<file path="config.mk">
export PLATFORM = sky130hd
export DESIGN_NAME = glb_cmp_timer
export DESIGN_NICKNAME = d
export VERILOG_FILES = /design/src/rtl/glb_cmp_pkg.sv /design/src/rtl/gct_counter.sv /design/src/rtl/gct_compare.sv /design/src/rtl/gct_wstat.sv /design/src/rtl/glb_cmp_timer.sv
export SDC_FILE = /design/constraint.sdc
export NUM_CORES = 1
export LEC_CHECK = 0
export ABC_AREA = 1
export BUFFER_PORTS_ARGS = -buffer_cell sky130_fd_sc_hd__buf_2
export CAP_MARGIN = 25
export CELL_PAD_IN_SITES_DETAIL_PLACEMENT = 1
export CELL_PAD_IN_SITES_GLOBAL_PLACEMENT = 2
export CORE_UTILIZATION = 37
export DETAILED_ROUTE_END_ITERATION = 6
export PLACE_DENSITY = 0.95
export REMOVE_ABC_BUFFERS = 1
export SLEW_MARGIN = 40
export SYNTH_ARGS = -nofsm -noshare
export SYNTH_HDL_FRONTEND = slang
export SYNTH_SLANG_ARGS = --single-unit
</file>
<file path="constraint.sdc">
create_clock -name clk -period 3.6 [get_ports clk]
set_clock_uncertainty 0.1 [all_clocks]
set_input_delay 0.18 -clock clk [delete_from_list [all_inputs] [get_ports clk]]
set_output_delay 0.18 -clock clk [all_outputs]
set_load 0.005 [all_outputs]
</file>
<file path="src/rtl/glb_cmp_pkg.sv">
`timescale 1ns/1ps
package glb_cmp_pkg;

  localparam int REG_AW = 4;

  typedef enum logic [REG_AW-1:0] {
    A_CNT_LO  = 4'h0,
    A_CNT_HI  = 4'h1,
    A_CMP_LO  = 4'h2,
    A_CMP_HI  = 4'h3,
    A_STEP    = 4'h4,
    A_CTRL    = 4'h5,
    A_IRQ_EN  = 4'h6,
    A_IRQ_ST  = 4'h7,
    A_WST     = 4'h8,
    A_CNT_WST = 4'h9
  } reg_addr_e;

  // control word fields
  localparam int CTRL_W    = 3;
  localparam int CTRL_RUN  = 0;
  localparam int CTRL_CEN  = 1;
  localparam int CTRL_AUTO = 2;

  // internal write-event indices
  localparam int NUM_EV    = 6;
  localparam int EV_CMP_LO = 0;
  localparam int EV_CMP_HI = 1;
  localparam int EV_STEP   = 2;
  localparam int EV_CTRL   = 3;
  localparam int EV_CNT_LO = 4;
  localparam int EV_CNT_HI = 5;

  // bit positions inside the two status words (software visible)
  localparam int WB_CMP_LO = 0;
  localparam int WB_CMP_HI = 1;
  localparam int WB_STEP   = 2;
  localparam int WB_CTRL   = 16;
  localparam int WB_CNT_LO = 0;
  localparam int WB_CNT_HI = 1;

endpackage

</file>
<file path="src/rtl/gct_counter.sv">
`timescale 1ns/1ps
// 2*DW-bit up-counter with per-half load while stopped
module gct_counter #(
  parameter int DW = 32
) (
  input  logic          clk,
  input  logic          rst_n,
  input  logic          run,
  input  logic          ld_lo,
  input  logic          ld_hi,
  input  logic [DW-1:0] ld_data,
  output logic [2*DW-1:0] cnt
);
  localparam int CW = 2 * DW;
  localparam logic [CW-1:0] ONE = {{(CW-1){1'b0}}, 1'b1};

  always_ff @(posedge clk or negedge rst_n) begin
    if (!rst_n) begin
      cnt <= '0;
    end else if (run) begin
      cnt <= cnt + ONE;
    end else begin
      if (ld_lo) cnt[DW-1:0]  <= ld_data;
      if (ld_hi) cnt[CW-1:DW] <= ld_data;
    end
  end
endmodule

</file>
<file path="src/rtl/gct_compare.sv">
`timescale 1ns/1ps
// compare channel: match detect, auto-step, pending flag
module gct_compare #(
  parameter int DW = 32,
  parameter int IW = 32
) (
  input  logic            clk,
  input  logic            rst_n,
  input  logic [2*DW-1:0] cnt,
  input  logic            run,
  input  logic            cmp_en,
  input  logic            auto_en,
  input  logic [IW-1:0]   step,
  input  logic            wr_lo,
  input  logic            wr_hi,
  input  logic [DW-1:0]   wr_data,
  input  logic            clr_pend,
  output logic [2*DW-1:0] cmp,
  output logic            match,
  output logic            pend
);
  localparam int CW = 2 * DW;

  logic [CW-1:0] step_ext;

  always_comb begin
    step_ext = '0;
    step_ext[IW-1:0] = step;
  end

  assign match = run && cmp_en && (cnt == cmp);

  // bus writes take priority over the auto-step update
  always_ff @(posedge clk or negedge rst_n) begin
    if (!rst_n) begin
      cmp <= '0;
    end else if (wr_lo || wr_hi) begin
      if (wr_lo) cmp[DW-1:0]  <= wr_data;
      if (wr_hi) cmp[CW-1:DW] <= wr_data;
    end else if (match && auto_en) begin
      cmp <= cmp + step_ext;
    end
  end

  // a new match wins over a clear in the same cycle
  always_ff @(posedge clk or negedge rst_n) begin
    if (!rst_n)        pend <= 1'b0;
    else if (match)    pend <= 1'b1;
    else if (clr_pend) pend <= 1'b0;
  end
endmodule

</file>
<file path="src/rtl/gct_wstat.sv">
`timescale 1ns/1ps
// write-done flags: LAT-stage delay line feeding sticky bits
module gct_wstat #(
  parameter int NEV = 6,
  parameter int LAT = 3
) (
  input  logic           clk,
  input  logic           rst_n,
  input  logic [NEV-1:0] ev,
  input  logic [NEV-1:0] clr,
  output logic [NEV-1:0] flags
);
  logic [NEV-1:0] dly [LAT];

  for (genvar i = 0; i < LAT; i++) begin : g_stage
    if (i == 0) begin : g_first
      always_ff @(posedge clk or negedge rst_n) begin
        if (!rst_n) dly[0] <= '0;
        else        dly[0] <= ev;
      end
    end else begin : g_next
      always_ff @(posedge clk or negedge rst_n) begin
        if (!rst_n) dly[i] <= '0;
        else        dly[i] <= dly[i-1];
      end
    end
  end

  // arrival beats a clear in the same cycle
  always_ff @(posedge clk or negedge rst_n) begin
    if (!rst_n) flags <= '0;
    else        flags <= (flags & ~clr) | dly[LAT-1];
  end
endmodule

</file>
<file path="src/rtl/glb_cmp_timer.sv">
`timescale 1ns/1ps
module glb_cmp_timer
  import glb_cmp_pkg::*;
#(
  parameter int DATA_W  = 32,
  parameter int INC_W   = 32,
  parameter int WST_LAT = 3
) (
  input  logic              clk,
  input  logic              rst_n,
  input  logic              bus_req,
  input  logic              bus_we,
  input  logic [REG_AW-1:0] bus_addr,
  input  logic [DATA_W-1:0] bus_wdata,
  output logic [DATA_W-1:0] bus_rdata,
  output logic              irq_o
);
  localparam int CNT_W = 2 * DATA_W;

  logic              wr_en, rd_en;
  logic [CTRL_W-1:0] ctrl_q;
  logic              irq_en_q;
  logic [INC_W-1:0]  step_q;
  logic [DATA_W-1:0] shadow_q;
  logic [CNT_W-1:0]  cnt_q;
  logic [CNT_W-1:0]  cmp_q;
  logic              run_en, cmp_en, auto_en;
  logic              match, pend;
  logic [NUM_EV-1:0] wr_ev, wst_clr, wst;
  logic              clr_pend;

  assign wr_en   = bus_req &&  bus_we;
  assign rd_en   = bus_req && !bus_we;
  assign run_en  = ctrl_q[CTRL_RUN];
  assign cmp_en  = ctrl_q[CTRL_CEN];
  assign auto_en = ctrl_q[CTRL_AUTO];

  // write decode into event vector and clear vector
  always_comb begin
    wr_ev = '0;
    wst_clr = '0;
    clr_pend = 1'b0;
    if (wr_en) begin
      case (bus_addr)
        A_CNT_LO:  wr_ev[EV_CNT_LO] = 1'b1;
        A_CNT_HI:  wr_ev[EV_CNT_HI] = 1'b1;
        A_CMP_LO:  wr_ev[EV_CMP_LO] = 1'b1;
        A_CMP_HI:  wr_ev[EV_CMP_HI] = 1'b1;
        A_STEP:    wr_ev[EV_STEP]   = 1'b1;
        A_CTRL:    wr_ev[EV_CTRL]   = 1'b1;
        A_IRQ_ST:  clr_pend = bus_wdata[0];
        A_WST: begin
          wst_clr[EV_CMP_LO] = bus_wdata[WB_CMP_LO];
          wst_clr[EV_CMP_HI] = bus_wdata[WB_CMP_HI];
          wst_clr[EV_STEP]   = bus_wdata[WB_STEP];
          wst_clr[EV_CTRL]   = bus_wdata[WB_CTRL];
        end
        A_CNT_WST: begin
          wst_clr[EV_CNT_LO] = bus_wdata[WB_CNT_LO];
          wst_clr[EV_CNT_HI] = bus_wdata[WB_CNT_HI];
        end
        default: ;
      endcase
    end
  end

  // control, step, enable and shadow registers
  always_ff @(posedge clk or negedge rst_n) begin
    if (!rst_n) begin
      ctrl_q   <= '0;
      irq_en_q <= 1'b0;
      step_q   <= '0;
      shadow_q <= '0;
    end else begin
      if (wr_ev[EV_CTRL])                  ctrl_q   <= bus_wdata[CTRL_W-1:0];
      if (wr_en && bus_addr == A_IRQ_EN)   irq_en_q <= bus_wdata[0];
      if (wr_ev[EV_STEP])                  step_q   <= bus_wdata[INC_W-1:0];
      if (rd_en && bus_addr == A_CNT_LO)   shadow_q <= cnt_q[CNT_W-1:DATA_W];
    end
  end

  gct_counter #(.DW(DATA_W)) u_cnt (
    .clk     (clk),
    .rst_n   (rst_n),
    .run     (run_en),
    .ld_lo   (wr_ev[EV_CNT_LO]),
    .ld_hi   (wr_ev[EV_CNT_HI]),
    .ld_data (bus_wdata),
    .cnt     (cnt_q)
  );

  gct_compare #(.DW(DATA_W), .IW(INC_W)) u_cmp (
    .clk      (clk),
    .rst_n    (rst_n),
    .cnt      (cnt_q),
    .run      (run_en),
    .cmp_en   (cmp_en),
    .auto_en  (auto_en),
    .step     (step_q),
    .wr_lo    (wr_ev[EV_CMP_LO]),
    .wr_hi    (wr_ev[EV_CMP_HI]),
    .wr_data  (bus_wdata),
    .clr_pend (clr_pend),
    .cmp      (cmp_q),
    .match    (match),
    .pend     (pend)
  );

  gct_wstat #(.NEV(NUM_EV), .LAT(WST_LAT)) u_wst (
    .clk   (clk),
    .rst_n (rst_n),
    .ev    (wr_ev),
    .clr   (wst_clr),
    .flags (wst)
  );

  // read mux
  always_comb begin
    bus_rdata = '0;
    case (bus_addr)
      A_CNT_LO:  bus_rdata = cnt_q[DATA_W-1:0];
      A_CNT_HI:  bus_rdata = shadow_q;
      A_CMP_LO:  bus_rdata = cmp_q[DATA_W-1:0];
      A_CMP_HI:  bus_rdata = cmp_q[CNT_W-1:DATA_W];
      A_STEP:    bus_rdata[INC_W-1:0]  = step_q;
      A_CTRL:    bus_rdata[CTRL_W-1:0] = ctrl_q;
      A_IRQ_EN:  bus_rdata[0] = irq_en_q;
      A_IRQ_ST:  bus_rdata[0] = pend;
      A_WST: begin
        bus_rdata[WB_CMP_LO] = wst[EV_CMP_LO];
        bus_rdata[WB_CMP_HI] = wst[EV_CMP_HI];
        bus_rdata[WB_STEP]   = wst[EV_STEP];
        bus_rdata[WB_CTRL]   = wst[EV_CTRL];
      end
      A_CNT_WST: begin
        bus_rdata[WB_CNT_LO] = wst[EV_CNT_LO];
        bus_rdata[WB_CNT_HI] = wst[EV_CNT_HI];
      end
      default: ;
    endcase
  end

  assign irq_o = pend && irq_en_q;

endmodule

</file>
==> key figures, run 1 <==
Pwr
  • Maximum vdd drop: 0.000502 V
  • Pint: 6.95 mW
  • Pleak: around 10 nW
  • Switch Pwr: 6.91 mW
  • PwrDens: 697 nW/µm²
  • Sw Ratio: 49.8%
  • Clock power share: 23.4%
  • Sequential power share: 32.3%
  • Comb pwr share: 44.2%

Yosys
  • Most used flip-flop cell after synthesis: dfrtp_1
  • Sequential area share after synthesis: between 30 and 40%
  • Mapped Cells: between 2000 and 3000
  • Synth Area per Inst: 6.22 µm²
  • Unique masters post-synth: 49
  • Synth async-reset ratio: 100%
  • Syn. warnings: 0
  • EDFF count, synth: 0
  • Mapped Area: 17200 µm²
  • Yosys reg bits: ~220

Finish
  • # nets final: 2956
  • Commonest non-fill, non-tap cells in the layout: nand2_1 (1052), inv_1 (365), nor2_1 (233)
  • Synth-to-Final Area Change: 15.3%
  • Post-route cell area: 19900 µm²
  • Share of cells above drive strength 1: 8.75%
  • Commonest non-fill, non-tap cell in the layout: nand2_1
  • Post-Layout Cell Count: between 3000 and 4000
  • Final Util: between 40% and 50%

Die
  • Number of I/O pins: 73
  • FP Rows: 78
  • Die width: 218 µm
  • Die ar.: around 47000 µm²
  • Floorplan core area: 45700 µm²
  • Die Y: between 200 and 250 µm
  • Initial Utilization: 37.7%

STA
  • Setup violations, final: 0
  • RSZ-0062 raised after global routing: no
  • Max Slew Vio Count: 0
  • Final worst setup slack: 0.340 ns
  • Final Cycle Share: 90.6%
  • Fmax: ~0.31 GHz
  • Normalized max-slew margin: around two fifths
  • Worst slew pin tran: 0.894 ns
  • Endpoints failing hold: 0
  • Setup Total Neg Slack: 0 ns
  • Tmin final: 3.26 ns

Setup path
  • Worst path required time: 3.94 ns
  • Worst setup path startpoint: u_cmp.cmp[0]
  • CP cell instances: ha_1 > fa_1 > nand3_1 > nand3_1 > nand2_1 > nand2_1 > nand2_1 > nand3_1 > or2_2 > nand3_1 > nand2_1 > nand2_1 > o21ai_0
  • CP Max Fanout: 5
  • Critical path type: register to register
  • Crit-path most repeated cell: nand2_1
  • CP Launch Type: register
  • Arrival @ worst endpoint: 3.60 ns
  • Worst Setup End Kind: register
  • Slowest cell delay on critical path: 0.51 ns
  • Critical-path top delay cell: fa_1
  • Worst R2R Start: u_cmp.cmp[0]

Global route
  • Vias in the first global route: 20500
  • Total GRT Usage: 41.8%
  • Largest net degree at the start of global routing: 93
  • Global-route wire length before repair: 143000 µm
  • Gr ovfl total: 0
  • Antenna violations before repair: 0

Outcome
  • Outcome: finished clean

Clock network
  • Root Buffer: clkbuf_16
  • Clk sinks: 221
  • H-tree depth: 1
  • Reg clk slew, reported paths: approximately 0.06 ns
  • Worst-skew pair later-pin latency: 0.59 ns
  • Cts repair resizes: 0
  • CTS tree: done
  • Post-CTS setup-driven buffer insertion count: 0
  • Total CTS buffers: 28
  • Clk buf depth: 3

Min path
  • Hold Startpoint: bus_wdata[3]
  • HP Class: primary input to register

Detailed routing
  • Drt wl/cell: 28.2 µm
  • DRT Pass-1 Iters: 5
  • Routed wire length: 98900 µm
  • Antenna-violating nets left: 0
  • Via count: between 20000 and 25000
  • Vias/cell: 5.85
  • DRT iter0 DRCs: 2321
  • Number of remaining DRC errors: 0

Placed design
  • Placed cell count: 3412
  • Post-Place Worst Slack: 0.505 ns
  • Count of input and output buffers: 72
  • Hpwl dp: 79200 µm
  • Placer Congestion: ~1.0
  • Placed Area: 18400 µm²

Flow run
  • Max Cap Viol: 0
Yosys cell counts, types with 5 or more instances:
cell type  count  area (µm²)
dfrtp_1      221        5530
or2_2         16         100
o21bai_1      15         113
inv_2         30         113
nor2_1       235         882
o22ai_1       17         106
clkbuf_2       6        30.0
nor4_1         8        50.1
clkbuf_1      45         169
a221oi_1      32         280
nand2_1     1052        3950
nor3_1        46         230
xnor2_1       16         140
a21oi_1       49         245
inv_1        366        1370
o21ai_0      192         961
nand3_1      151         756
o21ai_2        5        43.8
nand3b_1       6        45.0
xor2_1        53         464
ha_1          33         413
nand4_1       44         275
o221ai_1      10        87.6
buf_4          5        37.5
nand2_2        7        43.8
buf_2         23         115
o21ai_1       17        85.1
nor2_2         5        31.3
o211ai_1      31         233
path summary, 6_finish.rpt:
check                           cells after the start            end  slack, ns
worst max-delay path                               13  u_cmp.cmp[22]       0.34
worst min-delay path                                5  u_cmp.cmp[35]       0.03
worst max register to register                     13  u_cmp.cmp[22]       0.34
worst min register to register                      0  u_wst.dly[10]       0.24
max in group asynchronous                           3  u_cmp.cmp[55]       2.33
min in group asynchronous                           2   u_wst.dly[6]       0.04
final cells by class:
type,instances,area [µm²]
flip-flops and latches,221,5530
multi-input cells,2069,9820
inverters,396,1490
fillers,6112,25800
diodes,2,5.00
clock inverters,17,264
repair buffers,166,1240
well taps,600,751
clock buffers,35,777
flip-flops by register name (all words and copies together), names as in the netlist:
register     cells
ctrl_q           3
irq_en_q         1
u_wst.flags      6
u_cnt.cnt       64
u_cmp.cmp       64
u_cmp.pend       1
step_q          32
u_wst.dly       18
shadow_q        32
routing by layer:
metal | track usage, % | vias up | part of all wire, %
li1 | - | 9036 | -
met1 | 54.9 | 10200 | 41
met2 | 65.8 | 1046 | 45
met3 | 6.09 | 235 | 8.5
met4 | 23.5 | 0 | 6.3
met5 | 0 | - | 0
through the flow:
step	hold WS [ns]	power (mW)
2_1_floorplan	-0.216	7.33
3_3_place_gp	0.0745	10.2
3_5_place_dp	0.0773	10.3
4_1_cts	0.0167	13.6
5_1_grt	0.0369	14.4
6_report	0.0349	13.9
power groups by stage:
stage,Sequential (mW),Clock [mW],Combinational [mW]
final,4.48,3.25,6.13
after global routing,4.50,3.35,6.60
after CTS,4.39,3.25,5.97
after detailed placement,4.43,0,5.89
after global placement,4.40,0,5.78
after floorplan,3.85,0,3.48
logic make-up (layout without fill, tap and decap cells):
group           count (synthesis)  in the layout  share of synthesized area (%)
compound gates                379            379                           13.0
fa+ha+maj                      34             34                           2.51
flops                         221            221                           32.1
other cells                     0              2                              0
xor+xnor                       69             69                           3.51
simple gates                 1585           1585                           37.8
buf+inv                       480            614                           10.9
mux                             2              2                          0.131
worst max-delay path: cells and delay by family (launching register included):
kind,cells,cell delay [ns]
AOI/OAI and AO/OA,1,0.08
adders and majority gates,2,0.83
DFF,1,0.49
and+or+nand+nor,10,1.60
timing repair:
action                                  in CTS  in global routing
endpoints found under the setup margin       0                  0
hold endpoints to repair                   186                  0
hold buffers                                40                  0
(Power assumes the default switching activity.)
==> run 2: changes to the inputs <==
CORE_ASPECT_RATIO = 1.2   (was default)
HOLD_SLACK_MARGIN = 0.05   (was default)
==> run 2 against run 1 <==
Critical path depth down 5. Clock-buffer cell count grew 4. Cell area is 0.85% lower. Register-to-register slack worse by 0.02 ns. Fmax is 6.0% lower. Global-route usage decreased by 0.50 points. Worst setup slack got worse by 0.21 ns. Cell count about the same. First-iteration DRC count decreased by 19%. Critical endpoint is now bus_rdata[18]. Largest cell class unchanged.
==> key figures, run 2 (synthesized netlist as in run 1, its figures left out) <==
Outcome
  • Outcome: finished clean (unchanged)

Global route
  • Global-route wire length before repair: 140000 µm (was 143000 µm)
  • Vias in the first global route: 20700 (was 20500)
  • Total GRT Usage: 41.3% (was 41.8%)
  • Largest net degree at the start of global routing: 64 (was 93)
  • Antenna violations before repair: 1 (was 0)
  • Gr ovfl total: 0 (unchanged)

Pwr
  • Pleak: 9.87 nW (was 9.99 nW)
  • PwrDens: 689 nW/µm² (was 697 nW/µm²)
  • Maximum vdd drop: 0.000520 V (was 0.000502 V)

Detailed routing
  • Antenna-violating nets left: 0 (unchanged)
  • Via count: 20500 (about the same)
  • Number of remaining DRC errors: 0 (unchanged)
  • Drt wl/cell: 27.8 µm (was 28.2 µm)
  • Vias/cell: 5.84 (was 5.85)
  • Routed wire length: 97400 µm (was 98900 µm)
  • DRT iter0 DRCs: 1884 (was 2321)
  • DRT Pass-1 Iters: 6 (was 5)

Setup path
  • CP Max Fanout: 27 (was 5)
  • Worst Setup End Kind: primary output (was register)
  • Worst path required time: 3.32 ns (was 3.94 ns)
  • CP Launch Type: primary input (was register)
  • Arrival @ worst endpoint: 3.19 ns (was 3.60 ns)
  • Critical path type: primary input to primary output (was register to register)

Clock network
  • Clk sinks: 221 (unchanged)
  • Reg clk slew, reported paths: 0.06 ns (about the same)
  • Cts repair resizes: 0 (unchanged)
  • Worst-skew pair later-pin latency: 0.59 ns (about the same)
  • Post-CTS setup-driven buffer insertion count: 0 (unchanged)
  • CTS tree: done (unchanged)
  • Hold buffer count at cts: 43 (was 40)
  • Root Buffer: clkbuf_16 (unchanged)
  • H-tree depth: 1 (unchanged)
  • Total CTS buffers: 28 (unchanged)
  • Clk buf depth: 3 (unchanged)

Die
  • FP Rows: 86 (was 78)
  • Floorplan core area: 45900 µm² (was 45700 µm²)
  • Die Y: 238 µm (was 218 µm)
  • Number of I/O pins: 73 (unchanged)
  • Die width: 199 µm (was 218 µm)
  • Initial Utilization: 37.5% (was 37.7%)
  • Die ar.: 47400 µm² (about the same)

STA
  • Setup violations, final: 0 (unchanged)
  • Setup Total Neg Slack: 0 ns (unchanged)
  • Normalized max-slew margin: 39.7% (was 40.0%)
  • Final Cycle Share: 96.4% (was 90.6%)
  • RSZ-0062 raised after global routing: no (unchanged)
  • Final worst setup slack: 0.131 ns (was 0.340 ns)
  • Fmax: 0.288 GHz (was 0.307 GHz)
  • Max Slew Vio Count: 0 (unchanged)
  • Worst slew pin tran: 0.903 ns (was 0.894 ns)
  • Endpoints failing hold: 0 (unchanged)
  • Tmin final: 3.47 ns (was 3.26 ns)

Placed design
  • Hpwl dp: 77400 µm (was 79200 µm)
  • Post-Place Worst Slack: 0.543 ns (was 0.505 ns)
  • Count of input and output buffers: 72 (unchanged)
  • Placer Congestion: 1.05 (was 1.04)
  • Placed Area: 18300 µm² (was 18400 µm²)

Finish
  • Commonest non-fill, non-tap cell in the layout: nand2_1 (unchanged)
  • Share of cells above drive strength 1: 8.24% (was 8.75%)
  • Largest regs: u_cmp.cmp (64), u_cnt.cnt (64) (unchanged)
  • Synth-to-Final Area Change: 14.3% (was 15.3%)
  • # nets final: 2941 (was 2956)
  • Post-route cell area: 19700 µm² (was 19900 µm²)
  • Commonest non-fill, non-tap cells in the layout: nand2_1 (1052), inv_1 (364), nor2_1 (233) (was nand2_1 (1052), inv_1 (365), nor2_1 (233))
  • Ant diodes: 0 (was 2)
  • Fillcell total: 6191 (was 6112)

Flow run
  • Max Cap Viol: 0 (unchanged)

Min path
  • HP Class: primary input to async pin (was primary input to register)
==> run 2: cell count changes in the layout (fill, tap and decap cells not counted), sizes merged <==
cell,delta
diode,-2
dlygate4sd3,+2
inv,+1
buf,-17
clkbuf,+4
clkinv,+1
clkinvlp,-1
bufinv,-5
==> run 2: metrics by stage <==
stage	total power [mW]	cells	utilization, %	hold slack [ns]
final	13.6	3505	42.9	0.0759
after detailed placement	10.3	3410	39.9	0.0148
after global placement	10.1	3409	39.8	0.223
after floorplan	7.33	2686	-	-0.216
after CTS	13.3	3505	42.9	0.0741
after global routing	14.1	3505	42.9	0.116
==> run 2: layer usage <==
metal / vias up / share of wire (%) / global-route usage (%) / wire, µm
met3: 331 / 7.5 / 6.13 / 7300
met5: - / 0 / 0 / 0
met4: 0 / 8.7 / 30.9 / 8440
met2: 1018 / 46 / 65.8 / 44400
li1: 8984 / - / - / -
met1: 10100 / 38 / 50.5 / 37300
==> run 2: cell type report <==
class                           instances  area [µm²]  area share, %
Multi-Input combinational cell       2069        9830           49.9
Sequential cell                       221        5530           28.1
Inverter                              396        1490           7.55
Timing Repair Buffer                  151        1150           5.82
Clock buffer                           39         823           4.18
Tap cell                              616         771           3.91
Clock inverter                         13         116          0.590
==> run 2: power breakdown <==
group / leakage, nW / internal [mW] / switching [mW]
Clock: 0.457 / 1.68 / 1.32
Sequential: 2.83 / 3.16 / 1.34
Combinational: 6.59 / 1.77 / 4.30
==> run 2: path summary, 6_finish.rpt <==
path                               start       endpoint  slack [ns]  depth (start not counted)
setup / recovery             bus_addr[3]  bus_rdata[18]        0.13                          8
hold / removal                     rst_n   u_wst.dly[2]        0.08                          3
setup reg to reg           u_cnt.cnt[15]  u_cmp.cmp[31]        0.32                         13
hold reg to reg             u_wst.dly[8]   u_wst.dly[2]        0.25                          0
max in group asynchronous          rst_n   shadow_q[10]        2.63                          4
min in group clk                 bus_req      ctrl_q[2]        0.12                          5
==> run 2: worst max-delay path: stages <==
cell and delay (ns):
dlygate4sd3_1 0.55, buf_2 0.13, inv_1 0.07, nand2_1 0.18
nor3_4 0.69, inv_2 0.46, o21ai_0 0.66, buf_2 0.23
